**src/rtl/seg_chk_pkg.sv**
```systemverilog
package seg_chk_pkg;
  localparam int SEL_W = 16;
  localparam int IDX_W = 13;

  typedef enum logic [1:0] {
    FLT_NONE = 2'd0,
    FLT_GP   = 2'd1,
    FLT_SS   = 2'd2,
    FLT_NP   = 2'd3
  } fault_e;

  typedef enum logic [1:0] {
    ST_IDLE  = 2'd0,
    ST_PRE   = 2'd1,
    ST_FETCH = 2'd2
  } state_e;

  // access-rights byte bits 7..1
  typedef struct packed {
    logic       present;
    logic [1:0] dpl;
    logic       seg_desc;
    logic       code;
    logic       conf;
    logic       rw;
  } rights_t;

  function automatic logic sel_null(input logic [SEL_W-1:0] s);
    return (s[SEL_W-1:2] == '0);
  endfunction

  function automatic logic stack_type_ok(input rights_t r);
    return r.seg_desc && !r.code && r.rw;
  endfunction

  function automatic logic data_type_ok(input rights_t r);
    return r.seg_desc && (!r.code || r.rw);
  endfunction

  function automatic logic data_priv_applies(input rights_t r);
    return !r.code || !r.conf;
  endfunction

  function automatic logic lvl_le(input logic [1:0] a, input logic [1:0] b);
    return a <= b;
  endfunction
endpackage

```
**src/rtl/seg_rights_eval.sv**
```systemverilog
module seg_rights_eval
  import seg_chk_pkg::*;
(
  input  logic    is_ss_i,
  input  logic [1:0] rpl_i,
  input  logic [1:0] cpl_i,
  input  rights_t r_i,
  output logic    type_ok_o,
  output logic    priv_ok_o,
  output fault_e  fault_o
);
  always_comb begin
    if (is_ss_i) begin
      type_ok_o = stack_type_ok(r_i);
      priv_ok_o = (rpl_i == cpl_i) && (r_i.dpl == cpl_i);
      if (rpl_i != cpl_i)           fault_o = FLT_GP;
      else if (!type_ok_o)          fault_o = FLT_GP;
      else if (r_i.dpl != cpl_i)    fault_o = FLT_GP;
      else if (!r_i.present)        fault_o = FLT_SS;
      else                          fault_o = FLT_NONE;
    end else begin
      type_ok_o = data_type_ok(r_i);
      priv_ok_o = !data_priv_applies(r_i) ||
                  (lvl_le(rpl_i, r_i.dpl) && lvl_le(cpl_i, r_i.dpl));
      if (!type_ok_o)               fault_o = FLT_GP;
      else if (!priv_ok_o)          fault_o = FLT_GP;
      else if (!r_i.present)        fault_o = FLT_NP;
      else                          fault_o = FLT_NONE;
    end
  end
endmodule

```
**config.mk**
```make
export PLATFORM = sky130hd
export DESIGN_NAME = seg_rights_eval
export DESIGN_NICKNAME = d
export VERILOG_FILES = /design/src/rtl/seg_chk_pkg.sv /design/src/rtl/seg_rights_eval.sv
export SDC_FILE = /design/constraint.sdc
export NUM_CORES = 1
export LEC_CHECK = 0
export BUFFER_PORTS_ARGS = -buffer_cell sky130_fd_sc_hd__buf_2
export CAP_MARGIN = 20
export CORE_AREA = 2 2 39 41
export DETAILED_ROUTE_END_ITERATION = 10
export DIE_AREA = 0 0 41 43
export GPL_ROUTABILITY_DRIVEN = 0
export PLACE_DENSITY = 0.46
export SYNTH_ARGS = -nofsm -noshare
export SYNTH_HDL_FRONTEND = slang
export SYNTH_SLANG_ARGS = --single-unit
```
**constraint.sdc**
```tcl
create_clock -name vclk -period 1.06
set_input_delay 0.053 -clock vclk [all_inputs]
set_output_delay 0.053 -clock vclk [all_outputs]
set_load 0.05 [all_outputs]
```
==> results.toml, run 1 <==
[status]
status = "complete, but fails checks"
violations = "setup timing"

[worst_setup_path]
worstSetupStartpoint = "cpl_i[0]"
start_kind = "input pin"
arrival_ns = 1.45
path_class = "input pin to output pin"
worstSetupEndpointType = "output pin"
path_max_fanout = 3
worstPathRequired_ns = 1.01

[die]
start_util = 0.167
die_area_mm2 = 0.00176
rows = 14
core_mm2 = 0.00138
ios = 16
dieWidth_um = 41
die_h_um = 43

[grt]
grt_pass1_wl_um = 1300
grt_max_degree = 7
antenna_found_initial = 0
grt_usage = 0.0989
grt_pass1_vias = 341
gr-total-overflow = 0

[place]
dp_hpwl_um = 661
placed_cell_area_um2 = 500
port_buffers = 16
dp_cells = 75

[finish]
drive_above_1_share = 0.705
area_delta_synth_final_pct = 165
fillCellCount = 136
nFlopsAndLatches = 0
diodes = 0
fin_area_um2 = 614
clockBufferCount = 0
nNetsFinal = 79
layoutNonFillerInstCount = 77
seq_area_um2 = 0

[timing]
worst_pin_slew_ns = 0.386
rsz0062_at_grt = "true"
timing.fmax_mhz = 663
maxSlewHeadroom = 0.743
finalHoldViolCount = 0
tns_ns = -1.13
period_minus_slack_ns = 1.51
setup_ws_ns = -0.447
setup_violations = 3
finalCritPeriodShare = 1.42
drv_slew = 0

[yosys]
syn_area_per_cell_um2 = 7.01
ys_warn_count = 0
ys_types = 19
ys_seq_area_frac = 0
syn_inst = 33
synth_area_um2 = 231
syn_nets = 49

[pwr]
powerDensity_mw_per_mm2 = 517
power.total_mw = 0.318
vdd_drop_max_uv = 176
power_leakage_nw = 0.260

[run]
max_cap_viol_count = 0

[drt]
drtIter0Drc = 20
drc = 0
via_per_inst = 4.81
wl_per_cell_um = 9.95
first_pass_iters = 4
drt-total-wl_um = 766
dr_total_vias = 370
ant_nets = 0

[min_path]
worstHoldStart = "r_i[3]"
hold_path_class = "input pin to output pin"

[clock_tree]
ctsHoldBuffers = 0
## final cells by class
type	count	area, um2	area share
Inverter	6	35.0	0.0570
Multi-Input combinational cell	27	323	0.525
Tap cell	16	20.0	0.0326
Timing Repair Buffer	28	236	0.385
## critical path: stages
cell	delay (ns)
buf_2	0.11
inv_2	0.06
ha_4	0.20
a222oi_1	0.29
buf_4	0.17
buf_4	0.12
nor4_4	0.05
o31ai_4	0.22
buf_6	0.18
## cells in the mapped netlist (all sizes together)
cell type	number	area, um2
and3	1	6.26
o31a	1	8.76
xnor2	2	17.5
nor2b	1	6.26
nand3b	1	7.51
o31ai	1	7.51
o22ai	1	6.26
nor4	2	12.5
nand2	2	7.51
inv	6	22.5
nand2b	3	18.8
ha	4	50.1
nor2	1	3.75
nand3	1	5.00
or3b	1	8.76
or3	1	6.26
nand4	1	6.26
a222oi	2	20.0
maj3	1	10.0
## layout by cell type, fill, tap and decap left out
cell	netlist	final
buf_4	0	13
buf_6	0	7
buf_2	0	6
ha_4	0	4
inv_1	6	3
nand2b_1	3	3
inv_2	0	2
a222oi_1	2	2
xnor2_1	2	2
buf_8	0	2
inv_12	0	1
nand2_1	2	1
nor4_4	0	1
nor4_2	0	1
and3_1	1	1
nand4_1	1	1
nor2_1	1	1
o31ai_4	0	1
o31a_1	1	1
or3b_2	1	1
nand3b_1	1	1
or3_4	0	1
o22ai_4	0	1
nand3_1	1	1
nand2_4	0	1
maj3_1	1	1
nor2b_2	0	1
## layer usage
metal / track usage / vias up / share of wire
met5: 0 / - / 0
met4: 0 / 0 / 0
met3: 0 / 0 / 0.061
met2: 0.184 / 13 / 0.51
met1: 0.127 / 178 / 0.43
li1: - / 179 / -
## per-stage QoR
stage / hold slack, ns / worst slack [ns] / util
2_1_floorplan: 0.232 / -0.454 / -
3_3_place_gp: 0.573 / -0.638 / 0.362
3_5_place_dp: 0.572 / -0.676 / 0.362
4_1_cts: 0.525 / -0.451 / 0.439
5_1_grt: 0.537 / -0.529 / 0.444
6_report: 0.518 / -0.447 / 0.444
## what timing repair did
action | 4_1_cts | 5_1_grt
pin swaps | 10 | 2
buffers inserted | 2 | 0
endpoints found under the setup margin | 4 | 4
gates resized for setup | 22 | 3
## cell families after synthesis
logic type,Yosys count,share of synthesized area
adder cells (fa/ha/maj),5,0.259
AND/OR/NAND/NOR,15,0.384
AO/OA/AOI/OAI,5,0.184
XOR/XNOR,2,0.0757
buffers and inverters,6,0.0973
## path summary, 6_finish.rpt
check | end | cells after the start
min | fault_o[0] | 4
max | fault_o[0] | 9
## power by group
group	internal [mW]	switching (mW)	total, mW
Sequential	0	0	0
Clock	0	0	0
Combinational	0.166	0.152	0.318
No activity file was read; power rests on OpenSTA's default activity.
==> run 2: changes to the inputs <==
--- a/config.mk
+++ b/config.mk
@@ -11,6 +11,7 @@
 export DETAILED_ROUTE_END_ITERATION = 10
 export DIE_AREA = 0 0 41 43
 export GPL_ROUTABILITY_DRIVEN = 0
+export GPL_TIMING_DRIVEN = 0
 export PLACE_DENSITY = 0.46
 export SYNTH_ARGS = -nofsm -noshare
 export SYNTH_HDL_FRONTEND = slang
==> run 2 against run 1 <==
Compared with the run above:
- the flow still finishes with violations (setup timing)
- non-clock buffer count decreased by 10
- global-route usage decreased by 0.90 points
- worst hold slack got worse by 0.079 ns
- combinational power decreased by 17%
- highest routed layer unchanged
- clock-buffer cell count unchanged
- fmax increased by 4.2%
- setup slack improved by 0.060 ns
- total power decreased by 17%
- utilization decreased by 7.4 points
- sequential share of layout area unchanged
- first-iteration DRC count decreased by 75%
==> results.toml, run 2 (same netlist as run 1, synthesis figures left out) <==
[status]
status = "complete, but fails checks"
violations = "setup timing"

[timing]
period_minus_slack_ns = 1.45
finalHoldViolCount = 0
maxSlewHeadroom = 0.780
worst_pin_slew_ns = 0.327
setup_violations = 3
timing.fmax_mhz = 691
setup_ws_ns = -0.387
rsz0062_at_grt = "true"
drv_slew = 0
finalCritPeriodShare = 1.37

[drt]
first_pass_iters = 4
via_per_inst = 4.61
ant_nets = 0
drc = 0
dr_total_vias = 309
drtIter0Drc = 5
wl_per_cell_um = 10.1
drt-total-wl_um = 679

[die]
die_h_um = 43
dieWidth_um = 41
die_area_mm2 = 0.00176
start_util = 0.167
rows = 14
core_mm2 = 0.00138
ios = 16

[worst_setup_path]
slowest_stage = "or3_4"
path_delay_family = "buffers and inverters"
path_class = "input pin to output pin"
path_max_fanout = 4
path_buf_inv = 4
start_kind = "input pin"
max_stage_delay_ns = 0.42
worstPathRequired_ns = 1.01
worstSetupStartpoint = "r_i[5]"
cp_cell_sequence = "buf_8 > inv_12 > ha_4 > nand2b_1 > a222oi_1 > buf_4 > or3_4 > o22ai_4 > buf_6"
arrival_ns = 1.39
worstSetupEndpointType = "output pin"

[pwr]
power_leakage_nw = 0.205
power.total_mw = 0.263
vdd_drop_max_uv = 149
powerDensity_mw_per_mm2 = 514

[grt]
gr-usage-met3 = 0
gr-total-overflow = 0
grt_pass1_vias = 300
grt_max_degree = 7
met2_usage = 0.159
grt_pass1_wl_um = 1190
top_usage_layer = "met2"
grt_usage = 0.0899
antenna_found_initial = 0
use_met1 = 0.123

[finish]
final_cell_mix = "buf_2 (9), ha_4 (4), buf_6 (4)"
clockBufferCount = 0
area_delta_synth_final_pct = 121
layoutNonFillerInstCount = 67
drive_above_1_share = 0.647
nNetsFinal = 69
diodes = 0
seq_area_um2 = 0
final_common_cell = "buf_2"
nFlopsAndLatches = 0

[place]
port_buffers = 16
dp_hpwl_um = 596
dp_cells = 65

[min_path]
min_path_cells = 3
min_to = "fault_o[0]"
hold_path_class = "input pin to output pin"
worstHoldStart = "r_i[3]"

[clock_tree]
ctsHoldBuffers = 0

[run]
max_cap_viol_count = 0
run 2: where the power goes:
part / total [mW] / switching, mW / internal, mW
registers: 0 / 0 / 0
logic: 0.263 / 0.139 / 0.124
clock network: 0 / 0 / 0
run 2: per-stage QoR:
stage          setup TNS [ns]   util  hold slack [ns]  setup WS, ns  instance area [um2]
2_1_floorplan          -0.937      -            0.232        -0.454                  325
3_3_place_gp            -2.09  0.307            0.511        -0.744                  425
3_5_place_dp            -2.10  0.307            0.518        -0.750                  425
4_1_cts                 -1.07  0.361            0.444        -0.385                  499
5_1_grt                 -1.20  0.370            0.464        -0.438                  512
6_report                -1.06  0.370            0.440        -0.387                  512
run 2: worst max path at each step:
stage / endpoint / slack, ns / cells past startpoint
5_1_grt: fault_o[0] / -0.44 / 8
3_5_place_dp: fault_o[0] / -0.75 / 8
4_1_cts: fault_o[1] / -0.39 / 8
2_1_floorplan: fault_o[0] / -0.45 / 6
3_3_place_gp: fault_o[0] / -0.74 / 8
6_report: fault_o[1] / -0.39 / 9
run 2: area by class of cell:
class                           instances  area (um2)
Multi-Input combinational cell         27         314
Fill cell                             141         872
Timing Repair Buffer                   18         143
Inverter                                6        35.0
Tap cell                               16        20.0
run 2: layer usage:
metal	vias to the layer above	part of all wire	routed length, um
li1	161	-	-
met1	139	0.43	291
met3	0	0.049	33
met5	-	0	0
met2	9	0.52	354
met4	0	0	0
run 2: what timing repair did:
| item | in CTS | in global routing |
|---|---|---|
| setup buffers | 3 | 1 |
| setup endpoints to repair | 3 | 3 |
| pin swaps | 6 | 5 |
| gates resized for setup | 14 | 4 |
run 2: tightest hold or removal path, delay by kind of cell:
kind	cells	cell delay, ns
AO/OA/AOI/OAI	1	0.06
buffers and inverters	2	0.28
==> run 3: changes to the inputs <==
--- a/config.mk
+++ b/config.mk
@@ -11,7 +11,6 @@
 export DETAILED_ROUTE_END_ITERATION = 10
 export DIE_AREA = 0 0 41 43
 export GPL_ROUTABILITY_DRIVEN = 0
-export GPL_TIMING_DRIVEN = 0
 export PLACE_DENSITY = 0.46
 export SYNTH_ARGS = -nofsm -noshare
 export SYNTH_HDL_FRONTEND = slang
==> constraint.sdc (replaced) <==
create_clock -name vclk -period 1.06
set_input_delay 0 -clock vclk [all_inputs]
set_output_delay 0 -clock vclk [all_outputs]
set_load 0.05 [all_outputs]
==> run 3 against run 2 <==
Compared with the run above:
- total power is 5.5% higher
- the run still ends with setup timing left
- global-route usage is 0.60 points lower
- critical endpoint is now fault_o[0]
- clock-buffer cell count stayed put
- design area is 9.0% higher
- critical path type unchanged
==> results.toml, run 3 (same netlist as run 1, synthesis figures left out) <==
[worst_setup_path]
worstSetupEndpointType = "output pin"
max_stage_delay_ns = 0.48
slowest_stage = "a222oi_1"
path_buf_inv = 4
path_class = "input pin to output pin"
worstPathRequired_ns = 1.06
arrival_ns = 1.50
path_delay_family = "compound AO/OA/AOI/OAI gates"
path_max_fanout = 3
start_kind = "input pin"
cp_cell_sequence = "buf_8 > inv_12 > ha_4 > a222oi_1 > buf_4 > nor4_2 > o31ai_4 > buf_6"

[die]
rows = 14
die_area_mm2 = 0.00176
core_mm2 = 0.00138
ios = 16
die_h_um = 43
start_util = 0.167
dieWidth_um = 41

[timing]
rsz0062_at_grt = "true"
drv_slew = 0
finalCritPeriodShare = 1.41
worst_pin_slew_ns = 0.500
setup_ws_ns = -0.435
tns_ns = -1.14
setup_violations = 3
period_minus_slack_ns = 1.50
timing.fmax_mhz = 669
finalHoldViolCount = 0
maxSlewHeadroom = 0.666

[finish]
final_cell_mix = "buf_4 (13), buf_2 (9), ha_4 (4), buf_6 (4)"
diodes = 0
area_delta_synth_final_pct = 141
layoutNonFillerInstCount = 76
seq_area_um2 = 0
utilization = 0.403
nNetsFinal = 78
clockBufferCount = 0
drive_above_1_share = 0.650
fillCellCount = 150
multiInputGateArea_um2 = 300
nFlopsAndLatches = 0
final_common_cell = "buf_4"

[status]
violations = "setup timing"
status = "complete, but fails checks"

[grt]
grt_max_degree = 7
gr-total-overflow = 0
grt_pass1_vias = 288
grt_pass1_wl_um = 1100
grt_usage = 0.0839
antenna_found_initial = 0

[drt]
via_per_inst = 4.38
first_pass_iters = 5
drtIter0Drc = 6
ant_nets = 0
wl_per_cell_um = 9.47
drc = 0
drt-total-wl_um = 720
dr_total_vias = 333

[place]
port_buffers = 16
dp_cells = 75
preCtsSetupSlack_ns = -0.547
dp_hpwl_um = 622

[pwr]
vdd_drop_max_uv = 178
power.total_mw = 0.278
powerDensity_mw_per_mm2 = 498
power_leakage_nw = 0.244

[clock_tree]
ctsHoldBuffers = 0

[run]
max_cap_viol_count = 0

[min_path]
hold_path_class = "input pin to output pin"
-- run 3: cell types whose count changed in the layout (fill, tap and decap cells not counted) --
| cell | before | now |
|---|---|---|
| buf_8 | 2 | 1 |
| nor2b_1 | 0 | 1 |
| buf_4 | 3 | 13 |
| nor4_1 | 0 | 1 |
| nor2b_2 | 1 | 0 |
| or3_1 | 0 | 1 |
| or3_4 | 1 | 0 |
| nor4_2 | 2 | 1 |
-- run 3: metrics by stage --
step           cell area [um2]  hold slack [ns]
4_1_cts                    522            0.417
2_1_floorplan              323            0.126
5_1_grt                    558            0.421
3_5_place_dp               498            0.465
6_report                   558            0.414
3_3_place_gp               498            0.467
-- run 3: layer usage --
| metal | vias up | wire length (um) | track usage |
|---|---|---|---|
| li1 | 179 | - | - |
| met1 | 143 | 315 | 0.104 |
| met2 | 11 | 350 | 0.159 |
| met3 | 0 | 53 | 0 |
| met4 | 0 | 0 | 0 |
| met5 | - | 0 | 0 |
-- run 3: timing repair --
action                     4_1_cts  5_1_grt
setup buffers                    0        1
resized for setup                9        5
pin swaps                        3        4
setup endpoints to repair        3        3
-- run 3: area by class of cell --
type	count	share of cell area
multi-input cells	27	0.538
inverters	6	0.0628
repair buffers	27	0.363
well taps	16	0.0359
-- run 3: worst min-delay path: stages --
cell and delay (ns):
buf_2 0.08, buf_4 0.12, o31ai_4 0.06, buf_6 0.15
-- run 3: worst paths after layout --
check,startpoint,end,slack [ns],cells after the start
worst min-delay path,r_i[3],fault_o[0],0.41,4
worst max-delay path,r_i[5],fault_o[0],-0.44,8
-- run 3: power by group --
| part | total, mW | internal, mW | switching [mW] |
|---|---|---|---|
| clock | 0 | 0 | 0 |
| sequential | 0 | 0 | 0 |
| combinational | 0.278 | 0.138 | 0.140 |
| total | 0.278 | 0.138 | 0.140 |
